[config.mk]
export PLATFORM = sky130hd
export DESIGN_NAME = retimed_iir2
export DESIGN_NICKNAME = d
export VERILOG_FILES = /design/src/rtl/retimed_iir2_pkg.sv /design/src/rtl/retimed_iir2_mul.sv /design/src/rtl/retimed_iir2_add.sv /design/src/rtl/retimed_iir2_ctl.sv /design/src/rtl/retimed_iir2.sv
export SDC_FILE = /design/constraint.sdc
export NUM_CORES = 1
export LEC_CHECK = 0
export CORE_MARGIN = 8
export CORE_UTILIZATION = 54
export DETAILED_ROUTE_END_ITERATION = 10
export DONT_BUFFER_PORTS = 1
export PLACE_DENSITY = 0.69
export SLEW_MARGIN = 20
export SYNTH_ARGS = -nofsm -noshare
export SYNTH_HDL_FRONTEND = slang
export SYNTH_SLANG_ARGS = --single-unit
[constraint.sdc]
create_clock -name clk -period 1.87 [get_ports clk]
set_input_delay 0.374 -clock clk [delete_from_list [all_inputs] [get_ports clk]]
set_output_delay 0.374 -clock clk [all_outputs]
set_load 0.02 [all_outputs]
[src/rtl/retimed_iir2_pkg.sv]
package retimed_iir2_pkg;
  typedef enum logic [1:0] {
    MODE_DIRECT = 2'b00,
    MODE_PAIR   = 2'b01,
    MODE_STUFF  = 2'b10,
    MODE_RSVD   = 2'b11
  } iir_mode_e;
endpackage

[src/rtl/retimed_iir2_mul.sv]
// Multiplier stage: rounded product registered (the retimed loop delay).
module retimed_iir2_mul #(
  parameter int W = 16
) (
  input  logic                clk,
  input  logic                rst_n,
  input  logic                en,
  input  logic signed [W-1:0] coef,
  input  logic signed [W-1:0] y_in,
  output logic signed [W-1:0] m_q
);
  localparam int PW = 2 * W;
  localparam logic signed [PW-1:0] RND_HALF = PW'(1) << (W - 2);

  logic signed [PW-1:0] prod;
  logic signed [PW-1:0] biased;
  logic signed [W-1:0]  m_d;

  always_comb begin
    prod   = PW'(coef) * PW'(y_in);
    biased = prod + RND_HALF;
    m_d    = biased[PW-2:W-1];
  end

  always_ff @(posedge clk or negedge rst_n) begin
    if (!rst_n) begin
      m_q <= '0;
    end else if (en) begin
      m_q <= m_d;
    end
  end
endmodule

[src/rtl/retimed_iir2_add.sv]
// Adder stage: wrapping sum registered as the filter output.
module retimed_iir2_add #(
  parameter int W = 16
) (
  input  logic                clk,
  input  logic                rst_n,
  input  logic                en,
  input  logic signed [W-1:0] x_in,
  input  logic signed [W-1:0] m_in,
  output logic signed [W-1:0] y_q
);
  logic signed [W-1:0] y_d;

  always_comb begin
    y_d = x_in + m_in;
  end

  always_ff @(posedge clk or negedge rst_n) begin
    if (!rst_n) begin
      y_q <= '0;
    end else if (en) begin
      y_q <= y_d;
    end
  end
endmodule

[src/rtl/retimed_iir2_ctl.sv]
// Slot control: loop advance, zero-slot insertion, output valid and tag.
module retimed_iir2_ctl
  import retimed_iir2_pkg::*;
(
  input  logic       clk,
  input  logic       rst_n,
  input  logic       in_valid,
  input  logic [1:0] mode,
  input  logic       in_ch,
  output logic       adv,
  output logic       zslot_q,
  output logic       out_valid_q,
  output logic       out_ch_q
);
  logic take;
  logic zslot_d;
  logic out_valid_d;
  logic out_ch_d;

  always_comb begin
    take        = in_valid && !zslot_q;
    adv         = take || zslot_q;
    zslot_d     = take && (mode == MODE_STUFF);
    out_valid_d = take;
    out_ch_d    = (take && (mode == MODE_PAIR)) ? in_ch : 1'b0;
  end

  always_ff @(posedge clk or negedge rst_n) begin
    if (!rst_n) begin
      zslot_q     <= 1'b0;
      out_valid_q <= 1'b0;
      out_ch_q    <= 1'b0;
    end else begin
      zslot_q     <= zslot_d;
      out_valid_q <= out_valid_d;
      out_ch_q    <= out_ch_d;
    end
  end
endmodule

[src/rtl/retimed_iir2.sv]
module retimed_iir2 #(
  parameter int W = 16
) (
  input  logic                clk,
  input  logic                rst_n,
  input  logic                in_valid_i,
  input  logic signed [W-1:0] in_x_i,
  input  logic signed [W-1:0] coef_i,
  input  logic [1:0]          mode_i,
  input  logic                in_ch_i,
  output logic                out_valid_o,
  output logic signed [W-1:0] out_y_o,
  output logic                out_ch_o
);
  logic                rst_meta;
  logic                rst_n_s;
  logic                adv;
  logic                zslot;
  logic signed [W-1:0] x_eff;
  logic signed [W-1:0] m_q;
  logic signed [W-1:0] y_q;

  // asynchronous assert, synchronous release
  always_ff @(posedge clk or negedge rst_n) begin
    if (!rst_n) begin
      rst_meta <= 1'b0;
      rst_n_s  <= 1'b0;
    end else begin
      rst_meta <= 1'b1;
      rst_n_s  <= rst_meta;
    end
  end

  retimed_iir2_ctl u_ctl (
    .clk         (clk),
    .rst_n       (rst_n_s),
    .in_valid    (in_valid_i),
    .mode        (mode_i),
    .in_ch       (in_ch_i),
    .adv         (adv),
    .zslot_q     (zslot),
    .out_valid_q (out_valid_o),
    .out_ch_q    (out_ch_o)
  );

  always_comb begin
    x_eff = zslot ? '0 : in_x_i;
  end

  retimed_iir2_add #(.W(W)) u_add (
    .clk   (clk),
    .rst_n (rst_n_s),
    .en    (adv),
    .x_in  (x_eff),
    .m_in  (m_q),
    .y_q   (y_q)
  );

  retimed_iir2_mul #(.W(W)) u_mul (
    .clk   (clk),
    .rst_n (rst_n_s),
    .en    (adv),
    .coef  (coef_i),
    .y_in  (y_q),
    .m_q   (m_q)
  );

  assign out_y_o = y_q;
endmodule

==> summary.md, run 1 <==
| Metric | Value |
|---|---|
| Die footprint | 25830 um^2 |
| CTS tree | yes |
| H-tree lvl count | 2 |
| Leading cell type by number of instances after synthesis | inv_1 |
| Critical Path AT | 6010 ps |
| # IOs | 56 |
| Final hold violations | 0 |
| WL/cell | about 17 um |
| Number of diodes | 0 |
| Fmax | 170.9 MHz |
| Syn_nets | between 1500 and 2000 |
| Yosys reg bits | 37 |
| CTS sink count | 37 |
| Setup-failing EPs final | 28 |
| GRT Total Usage | around 22% |
| Required time worst endpoint | between 2000 and 2500 ps |
| Worst-path maximum fanout | 6 |
| Critical-path cell list | buf_6 -> and2_4 -> fa_1 -> inv_2 -> fa_2 -> fa_2 -> fa_1 -> inv_1 -> fa_1 -> inv_1 -> fa_1 -> inv_2 -> ha_4 -> a211oi_4 -> o211ai_2 -> a221oi_4 -> buf_6 -> a21oi_4 -> nor3_4 -> o31ai_4 -> a21oi_2 -> xor2_1 -> a21oi_1 |
| Input/output buffers | 0 |
| Run status | finished, violations left |
| CP Capture Type | flip-flop |
| Placed Area | between 10000 and 15000 um^2 |
| Fillers | 1646 |
| Syn avg cell area | 9.171 um^2 |
| Main synth FF type | dfrtp_1 |
| Routed Antenna Nets | 0 |
| Setup CP Type | reg2reg |
| Worst Max-Slew Pin Slew | 571.2 ps |
| CP endpoint | u_mul.m_q[14]$_DFFE_PN0P_ |
| Yosys warning count | 0 |
| Detailed placer's ending HPWL | approximately 23 mm |
| Max-Cap Viols | 0 |
| Cell taking the most area after synthesis | fa_1 |
| Initial Utilization | 54.48% |
| Sequential area share after synthesis | a little over 8% |
| Critical path's largest stage delay | ~550 ps |
| Final TNS setup | -67300 ps |
| Final instance area | between 10000 and 15000 um^2 |
| Failing checks | negative setup slack |
| Final period util | 312.9% |
| Flop-to-flop setup slack | -3980 ps |
| Vias in the first global route | just over 9000 |
| Clk root buf | clkbuf_16 |
| Startpoint types | flip-flop |
| Initial antenna violation count | 0 |
| Final Slew Violations | 0 |
| Core area | between 20000 and 25000 um^2 |
| Final RePlAce weighted congestion | approximately 0.85 |
| P&R area growth vs syn | 20.24% |
| Iter 0 DRT Violations | 434 |
| RSZ-0062 raised after global routing | yes |
| Height of the die | around 160 um |
| DRC Markers | 0 |
| Post-synthesis cell count | 1233 |
| CP Depth | 23 |
| Vias | between 8000 and 9000 |
| M1 WL | 11.51 mm |
| Post-synth EDFFs | 0 |
| Unique masters post-synth | 54 |
| R2R depth | 23 |
| Placed cells | about 1600 |
| Clk Latency, worst-skew pair | about 290 ps |
| Grt ovf | 0 |
| Async SR Flop Fraction | 100.0% |
| Reg-to-reg startpoint | u_add.y_q[4]$_DFFE_PN0P_ |
| Largest net degree at the start of global routing | 34 |
| # nets final | between 1500 and 2000 |
| Critical path's slowest cell | fa_2 |
| Total Wirelength | about 28 mm |
| Top post-synthesis cells by area | fa_1 (45%), ha_1 (10%), inv_1 (9.8%) |
| Post-synth top cells | inv_1 (296), fa_1 (257), nand2_1 (160) |
| Area fraction of the dominant cell type after synthesis | between 40% and 50% |
| Mapped cell area | 11310 um^2 |
| Worst slew margin | approximately three fifths |
| Worst Setup SP | u_add.y_q[4]$_DFFE_PN0P_ |
| Die W | 160.7 um |
| R2R Path End | u_mul.m_q[14]$_DFFE_PN0P_ |
| Min-delay worst type | reg2async |
| Max Buffers Root-to-Sink | 2 |
| Vias per cell | just over 5 |
| Fin worst setup slack | -3981 ps |
| Layout Cells excl Fill | approximately 1600 |
| Buf/Inv on CP | 6 |
| CTS Buf Count | 5 |
| Met3 wire length | 1.668 mm |
| Top Metal Used | met4 |
| Site Rows | between 50 and 60 |
| Fin crit period | 5851 ps |
| Crit path max-delay family | adder cells |
| CP dominant cell by count | fa_1 |
| Iteration count of the initial detailed-routing pass | 5 |
| Finished Core Util | 65.51% |
| Clock slew seen by the registers of the worst setup and hold paths | around 60 ps |
| Layout cells sized above 1 | 21.76% |
| Met2 WL | about 14 mm |
| First-pass GRT wire length | between 40 and 50 mm |
| Clk_skew | 7.072 ps |
cell usage in the layout, fill, tap and decap left out, types with 9 or more instances in the layout:
| master | Yosys | layout |
|---|---|---|
| a21oi_1 | 35 | 21 |
| a21oi_2 | 4 | 16 |
| and2_1 | 109 | 104 |
| buf_4 | 0 | 146 |
| buf_6 | 0 | 11 |
| dfrtp_1 | 37 | 26 |
| dfrtp_2 | 0 | 11 |
| fa_1 | 257 | 250 |
| ha_1 | 90 | 80 |
| inv_1 | 296 | 285 |
| inv_2 | 0 | 10 |
| nand2_1 | 160 | 153 |
| nor2_1 | 44 | 40 |
| nor2b_1 | 17 | 12 |
| o21ai_1 | 12 | 11 |
| xnor2_1 | 27 | 16 |
| xor2_1 | 10 | 9 |
metal layers:
layer	track usage [%]	vias up
met5	0	-
met4	4.756	0
met3	3.302	29
met2	38.95	203
met1	28.91	4357
li1	-	3890
worst reg2reg max path: stages (launching register included):
cell,delay [ps]
dfrtp_2,460
buf_6,150
and2_4,130
fa_1,500
inv_2,50
fa_2,550
fa_2,450
fa_1,500
inv_1,50
fa_1,470
inv_1,50
fa_1,380
inv_2,90
ha_4,210
a211oi_4,280
o211ai_2,160
a221oi_4,250
buf_6,180
a21oi_4,80
nor3_4,190
o31ai_4,80
a21oi_2,210
xor2_1,190
a21oi_1,90
worst min path at each step:
stage	endpoint	cells past startpoint	start
detailed placement	rst_n_s$_DFF_PN0_	0	rst_n
CTS	u_mul.m_q[0]$_DFFE_PN0P_	0	rst_n_s$_DFF_PN0_
finish	u_mul.m_q[0]$_DFFE_PN0P_	0	rst_n_s$_DFF_PN0_
global placement	rst_n_s$_DFF_PN0_	0	rst_n
floorplan	rst_meta$_DFF_PN0_	0	rst_n
global route	u_ctl.out_valid_q$_DFF_PN0_	1	in_valid_i
state kept, by name (all words and copies together), names as in the netlist:
| signal | count |
|---|---|
| u_ctl.out_valid_q | 1 |
| u_add.y_q | 16 |
| u_ctl.out_ch_q | 1 |
| rst_n_s | 1 |
| rst_meta | 1 |
| u_mul.m_q | 16 |
| u_ctl.zslot_q | 1 |
what timing repair did:
item                       4_1_cts  5_1_grt
setup endpoints to repair       28       28
resized for setup               40       51
pin swaps                       41       37
hold endpoints to repair         2        0
buffers inserted                14       22
hold buffers                     1        0
final cells by class:
class | instances | area (um^2) | area share [%]
multi-input combinational | 855 | 9633 | 70.85
clock buffer | 8 | 146.4 | 1.077
sequential | 37 | 939.7 | 6.911
timing repair buffer | 169 | 1420 | 10.44
tap | 275 | 344.1 | 2.531
inverter | 296 | 1114 | 8.190
through the flow:
stage	hold slack (ps)	worst slack [ps]
after detailed placement	78.49	-3991
final	230.2	-3981
after CTS	246.1	-3930
after floorplan	78.41	-3786
after global placement	78.49	-3913
after global routing	267.9	-4168
logic make-up after synthesis:
| group | Yosys count | synth area share [%] |
|---|---|---|
| simple gates | 371 | 16.25 |
| compound gates | 99 | 5.886 |
| xor+xnor | 37 | 2.866 |
| fa+ha+maj | 347 | 55.45 |
| flops | 37 | 8.188 |
| buf+inv | 341 | 11.32 |
| other cells | 1 | 0.03316 |
Power of run 1 is left out: the tool's default activity adds up to more than one toggle a clock period on the data nets, which glitch-free logic cannot reach.
==> run 2, diff against run 1 <==
CTS_BUF_LIST = sky130_fd_sc_hd__clkbuf_8 sky130_fd_sc_hd__clkbuf_16   (was unset)
SLEW_MARGIN = 0   (was 20)
==> run 2 against run 1 <==
The run still ends with negative setup slack left. Die area unchanged. First-iteration DRC count is 0.46% lower. Worst hold slack is essentially flat. Via count about the same. Register-to-register slack about the same. Worst setup slack about the same. Non-clock buffer count unchanged. Global-route usage unchanged. Count of clock-buffer cells in the layout decreased by 2.
==> summary.md, run 2 (same netlist as run 1, synthesis figures left out) <==
| Metric | Value |
|---|---|
| Run status | finished, violations left |
| Failing checks | negative setup slack |
| Die footprint | 25830 um^2 |
| Multi-input logic area | slightly below 10000 um^2 |
| Clk_skew | ~7.3 ps |
| Placed cells | between 1500 and 2000 |
| Fmax | about 170 MHz |
| Max-Cap Viols | 0 |
| Regs by FF count | u_add.y_q x16, u_mul.m_q x16 |
| Setup CP Type | reg2reg |
| Final Slew Violations | 0 |
| Vias in the first global route | just over 9000 |
| Fin crit period | 5852 ps |
| Final period util | 312.9% |
| Grt ovf | 0 |
| Max Buffers Root-to-Sink | 2 |
| Site Rows | 53 |
| Hold_ws | 230.4 ps |
| Fillers | approximately 1600 |
| CTS sink count | 37 |
| R2R depth | 23 |
| R2R Path End | u_mul.m_q[14]$_DFFE_PN0P_ |
| CTS tree | yes |
| Setup-failing EPs final | 28 |
| Busiest metal layer after global routing | met2 |
| Layout Cells excl Fill | 1640 |
| Commonest non-fill, non-tap cell in the layout | inv_1 |
| Detailed placer's ending HPWL | between 20 and 25 mm |
| RSZ-0062 raised after global routing | yes |
| # IOs | 56 |
| Startpoint types | flip-flop |
| Vias | 8472 |
| Core area | ~21000 um^2 |
| WL/cell | around 17 um |
| Final hold violations | 0 |
| Leading cell types in the layout, fill and taps excluded | inv_1 (287), fa_1 (250), nand2_1 (153) |
| Iter 0 DRT Violations | roughly 430 |
| P&R area growth vs syn | 20.24% |
| Vias per cell | between 5 and 6 |
| Required time worst endpoint | 2030 ps |
| Finished Core Util | about 66% |
| Height of the die | roughly 160 um |
| Largest net degree at the start of global routing | 34 |
| Worst-path maximum fanout | 6 |
| Met2 GRT Util | about two fifths |
| Routed Antenna Nets | 0 |
| DRC Markers | 0 |
| CTS Buf Count | 5 |
| First-pass GRT wire length | 46.47 mm |
| Min-delay worst type | reg2async |
| Number of diodes | 0 |
| Worst Max-Slew Pin Slew | around 570 ps |
| Layout cells sized above 1 | between 20 and 25% |
| Clock slew seen by the registers of the worst setup and hold paths | about 60 ps |
| Clk root buf | clkbuf_16 |
| GR Util met3 | 3.302% |
| Register area | about 940 um^2 |
| Iteration count of the initial detailed-routing pass | 5 |
| Die W | between 150 and 200 um |
| Flop-to-flop setup slack | -3980 ps |
| Input/output buffers | 0 |
| Total Wirelength | between 20 and 30 mm |
| GR Layer Usage met1 | slightly below 30% |
| Worst slew margin | approximately three fifths |
| Reg-to-reg startpoint | u_add.y_q[4]$_DFFE_PN0P_ |
| Critical Path AT | 6010 ps |
| Clk Latency, worst-skew pair | ~290 ps |
| Fin worst setup slack | -3982 ps |
| # nets final | around 1700 |
| Initial antenna violation count | 0 |
| CP Capture Type | flip-flop |
| H-tree lvl count | 2 |
| Initial Utilization | 54.48% |
| Final RePlAce weighted congestion | approximately 0.85 |
| GRT Total Usage | 22.29% |
## run 2: routing by layer
metal	share of wire (%)	wire length, um	up-vias
met3	5.9	1626	29
met2	51	14130	201
li1	-	-	3890
met5	0	0	-
met1	42	11550	4352
met4	1.5	420	0
## run 2: metrics by stage
| step | cell area [um^2] | setup slack (ps) | TNS (ps) |
|---|---|---|---|
| floorplan | 11610 | -3786 | -60250 |
| global placement | 12810 | -3913 | -66360 |
| detailed placement | 12810 | -3991 | -68240 |
| CTS | 13220 | -3930 | -66510 |
| global route | 13600 | -4169 | -71470 |
| finish | 13600 | -3982 | -67290 |
## run 2: final cells by class
type                    instances  area share (%)
multi-input cells             855           70.85
repair buffers                169           10.44
inverters                     296           8.190
flip-flops and latches         37           6.911
well taps                     275           2.531
clock buffers                   6           1.021
clock inverters                 2         0.05521
## run 2: critical path: stages (launching register included)
cell	delay, ps
dfrtp_2	460
buf_6	150
and2_4	130
fa_1	500
inv_2	50
fa_2	550
fa_2	450
fa_1	500
inv_1	50
fa_1	470
inv_1	50
fa_1	380
inv_2	90
ha_4	210
a211oi_4	270
o211ai_2	160
a221oi_4	250
buf_6	180
a21oi_4	80
nor3_4	190
o31ai_4	80
a21oi_2	210
xor2_1	180
a21oi_1	90
## run 2: worst max-delay path by stage
| stage | from | to | slack, ps |
|---|---|---|---|
| after global placement | u_add.y_q[11]$_DFFE_PN0P_ | u_mul.m_q[15]$_DFFE_PN0P_ | -3910 |
| after detailed placement | u_add.y_q[11]$_DFFE_PN0P_ | u_mul.m_q[15]$_DFFE_PN0P_ | -3990 |
| after CTS | u_add.y_q[4]$_DFFE_PN0P_ | u_mul.m_q[14]$_DFFE_PN0P_ | -3930 |
| after floorplan | u_add.y_q[4]$_DFFE_PN0P_ | u_mul.m_q[5]$_DFFE_PN0P_ | -3790 |
| after global routing | u_add.y_q[4]$_DFFE_PN0P_ | u_mul.m_q[14]$_DFFE_PN0P_ | -4170 |
| final | u_add.y_q[4]$_DFFE_PN0P_ | u_mul.m_q[14]$_DFFE_PN0P_ | -3980 |
## run 2: timing repair
action | in CTS | in global routing
gates cloned | 0 | 0
gates resized for setup | 40 | 51
hold buffers | 1 | 0
buffers inserted | 14 | 22
hold endpoints to repair | 2 | 0
endpoints found under the setup margin | 28 | 28
pin swaps | 41 | 37
Power of run 2 is left out for the same reason.
==> run 3, diff against run 2 <==
SYNTH_HIERARCHICAL = 1   (was unset)
==> run 3 against run 2 <==
Global-route usage increased by 1.6 points. Worst hold slack better by 4.8 ps. Clock skew up 1.6 ps. Sequential share of layout area is 0.29 points lower. Critical path depth down 2. Largest cell class unchanged. Final area rose by 5.0%. The run still ends with negative setup slack left. Count of clock-buffer cells in the layout fell by 1. Routed wire length up 11%. Critical endpoint is now u_mul/m_q[11]$_DFFE_PN0P_.
==> summary.md, run 3 <==
| Metric | Value |
|---|---|
| Run status | finished, violations left |
| Failing checks | negative setup slack |
| Mapped cell area | around 12000 um^2 |
| Regs by FF count | u_add/y_q x16, u_mul/m_q x16 |
| Commonest non-fill, non-tap cell in the layout | inv_1 |
| CTS Buf Count | 5 |
| Leading cell type by number of instances after synthesis | inv_1 |
| Final Slew Violations | 0 |
| Min-delay worst type | in2reg |
| Clk Latency, worst-skew pair | around 290 ps |
| Core area | 20960 um^2 |
| DRC Markers | 0 |
| Fin worst setup slack | -4092 ps |
| Leading cell types in the layout, fill and taps excluded | inv_1 (269), fa_1 (247), buf_4 (169) |
| Worst slew margin | between 60% and 70% |
| Main synth FF type | dfrtp_1 |
| Vias | 8860 |
| Setup-failing EPs final | 28 |
| H-tree lvl count | 2 |
| Placed cells | about 1600 |
| Clk_skew | roughly 8.9 ps |
| Height of the die | 162.1 um |
| Syn avg cell area | 9.545 um^2 |
| Grt ovf | 0 |
| Post-Synth Adder-Cell Area | between 50 and 60% |
| Final period util | 318.8% |
| Largest net degree at the start of global routing | 36 |
| Total Wirelength | slightly above 30 mm |
| Die W | ~160 um |
| Worst Max-Slew Pin Slew | around 500 ps |
| WHS Endpoint | u_ctl/out_valid_q$_DFF_PN0_ |
| Post-synth top cells | inv_1 (285), fa_1 (257), nand2_1 (140) |
| Main combinational cell family by area after synthesis | adder cells |
| Final RePlAce weighted congestion | 0.9037 |
| CTS tree | yes |
| Async SR Flop Fraction | 100.0% |
| XOR/XNOR Fraction of Synth Area | between 2 and 2.5% |
| Reg-to-reg startpoint | u_add/y_q[3]$_DFFE_PN0P_ |
| Clock slew seen by the registers of the worst setup and hold paths | 60 ps |
| Fin crit period | a little under 6000 ps |
| R2R depth | 21 |
| WL/cell | ~19 um |
| Post-synthesis cell count | roughly 1200 |
| Top post-synthesis cells by area | fa_1 (45%), ha_1 (9.8%), inv_1 (9.3%) |
| CTS sink count | 37 |
| P&R area growth vs syn | 23.88% |
| Vias in the first global route | between 9000 and 10000 |
| # nets final | around 1800 |
| GRT Total Usage | approximately a quarter |
| Flop-to-flop setup slack | -4090 ps |
| Fmax | roughly 170 MHz |
| Unique masters post-synth | 67 |
| RSZ-0062 raised after global routing | yes |
| First-pass GRT wire length | just under 50 mm |
| Yosys reg bits | 37 |
| Startpoint types | flip-flop |
| Hold_ws | approximately 240 ps |
| Site Rows | 53 |
| Fillers | ~1600 |
| # IOs | between 50 and 60 |
| Die footprint | around 26000 um^2 |
| Iter 0 DRT Violations | 507 |
| Critical Path AT | 6130 ps |
| Worst Hold Depth | 1 |
| Synth Area in Simple Gates | 15.94% |
| Complex-gate fraction of the synthesized area | roughly 6.5% |
| Max-Cap Viols | 0 |
| Routed Antenna Nets | 0 |
| Required time worst endpoint | between 2000 and 2500 ps |
| Layout cells sized above 1 | between 20% and 30% |
| CP Capture Type | flip-flop |
| Iteration count of the initial detailed-routing pass | 5 |
| Register area | roughly 940 um^2 |
| Max Buffers Root-to-Sink | 2 |
| Syn_nets | between 1500 and 2000 |
| Clk root buf | clkbuf_16 |
| Worst hold start | in_valid_i |
| Multi-input logic area | ~10000 um^2 |
| R2R Path End | u_mul/m_q[11]$_DFFE_PN0P_ |
| Detailed placer's ending HPWL | 24.58 mm |
| Area fraction of the dominant cell type after synthesis | between 40% and 50% |
| Final hold violations | 0 |
| Setup CP Type | reg2reg |
| Mux cell area share after synthesis | 1.738% |
| Initial antenna violation count | 0 |
| Layout Cells excl Fill | approximately 1700 |
| Input/output buffers | 0 |
| Vias per cell | 5.363 |
| Post-synth EDFFs | 0 |
| Number of diodes | 0 |
| Yosys warning count | 6 |
| Sequential area share after synthesis | around 8.0% |
| Worst-path maximum fanout | 6 |
| Cell taking the most area after synthesis | fa_1 |
| Initial Utilization | a little over half |
-- run 3: critical path, cell delays in order, from the launching register on --
cell	delay, ps
dfrtp_2	490
and2_4	200
fa_2	610
buf_4	130
inv_2	30
fa_2	570
inv_4	40
fa_1	520
fa_1	430
fa_1	510
inv_1	60
fa_1	490
inv_1	70
ha_4	210
inv_1	60
o21ai_1	70
a21o_2	250
a2111oi_4	460
nor2_2	110
a21oi_2	210
xnor2_1	80
mux2_2	260
-- run 3: how the worst max path moves through the flow --
stage | cells past startpoint | endpoint | from | slack [ps]
3_5_place_dp | 17 | u_mul/m_q[15]$_DFFE_PN0P_ | u_add/y_q[3]$_DFFE_PN0P_ | -4100
4_1_cts | 18 | u_mul/m_q[11]$_DFFE_PN0P_ | u_add/y_q[4]$_DFFE_PN0P_ | -4040
6_report | 21 | u_mul/m_q[11]$_DFFE_PN0P_ | u_add/y_q[3]$_DFFE_PN0P_ | -4090
2_1_floorplan | 18 | u_mul/m_q[11]$_DFFE_PN0P_ | u_add/y_q[4]$_DFFE_PN0P_ | -3830
3_3_place_gp | 17 | u_mul/m_q[15]$_DFFE_PN0P_ | u_add/y_q[3]$_DFFE_PN0P_ | -4060
5_1_grt | 19 | u_mul/m_q[11]$_DFFE_PN0P_ | u_add/y_q[13]$_DFFE_PN0P_ | -4260
-- run 3: cell type report --
cell class	instances	share of cell area [%]
inverter	285	7.539
clock buffer	5	0.8767
sequential	37	6.619
timing repair buffer	202	11.84
multi-input combinational	845	70.39
clock inverter	3	0.3244
tap	275	2.411
-- run 3: stage by stage --
stage / utilization (%) / setup TNS (ps) / setup slack [ps] / cell area (um^2)
after floorplan: - / -59040 / -3826 / 11830
final: 68.11 / -66040 / -4092 / 14270
after detailed placement: 62.73 / -65280 / -4100 / 13150
after CTS: 65.36 / -65290 / -4042 / 13700
after global routing: 68.11 / -69410 / -4264 / 14270
after global placement: 62.73 / -64350 / -4056 / 13150
-- run 3: metal layers --
metal	wire length, um	track usage (%)	part of all wire (%)
met5	0	0	0
met1	11430	28.16	37
met4	1368	9.975	4.5
met3	1549	3.164	5.0
met2	16340	43.04	53
-- run 3: timing repair --
item                       CTS  global route
buffers inserted            21            31
setup endpoints to repair   28            29
pin swaps                   32            78
resized for setup           45            94
hold endpoints to repair     2             0
hold buffers                 1             0
-- run 3: cells by family (layout without fill, tap and decap cells) --
logic type,count (synthesis),after routing
buf+inv,325,495
fa+ha+maj,347,347
flops,37,37
compound gates,97,97
other cells,1,1
simple gates,350,350
mux,18,18
xor+xnor,32,32
Power of run 3 is left out for the same reason.
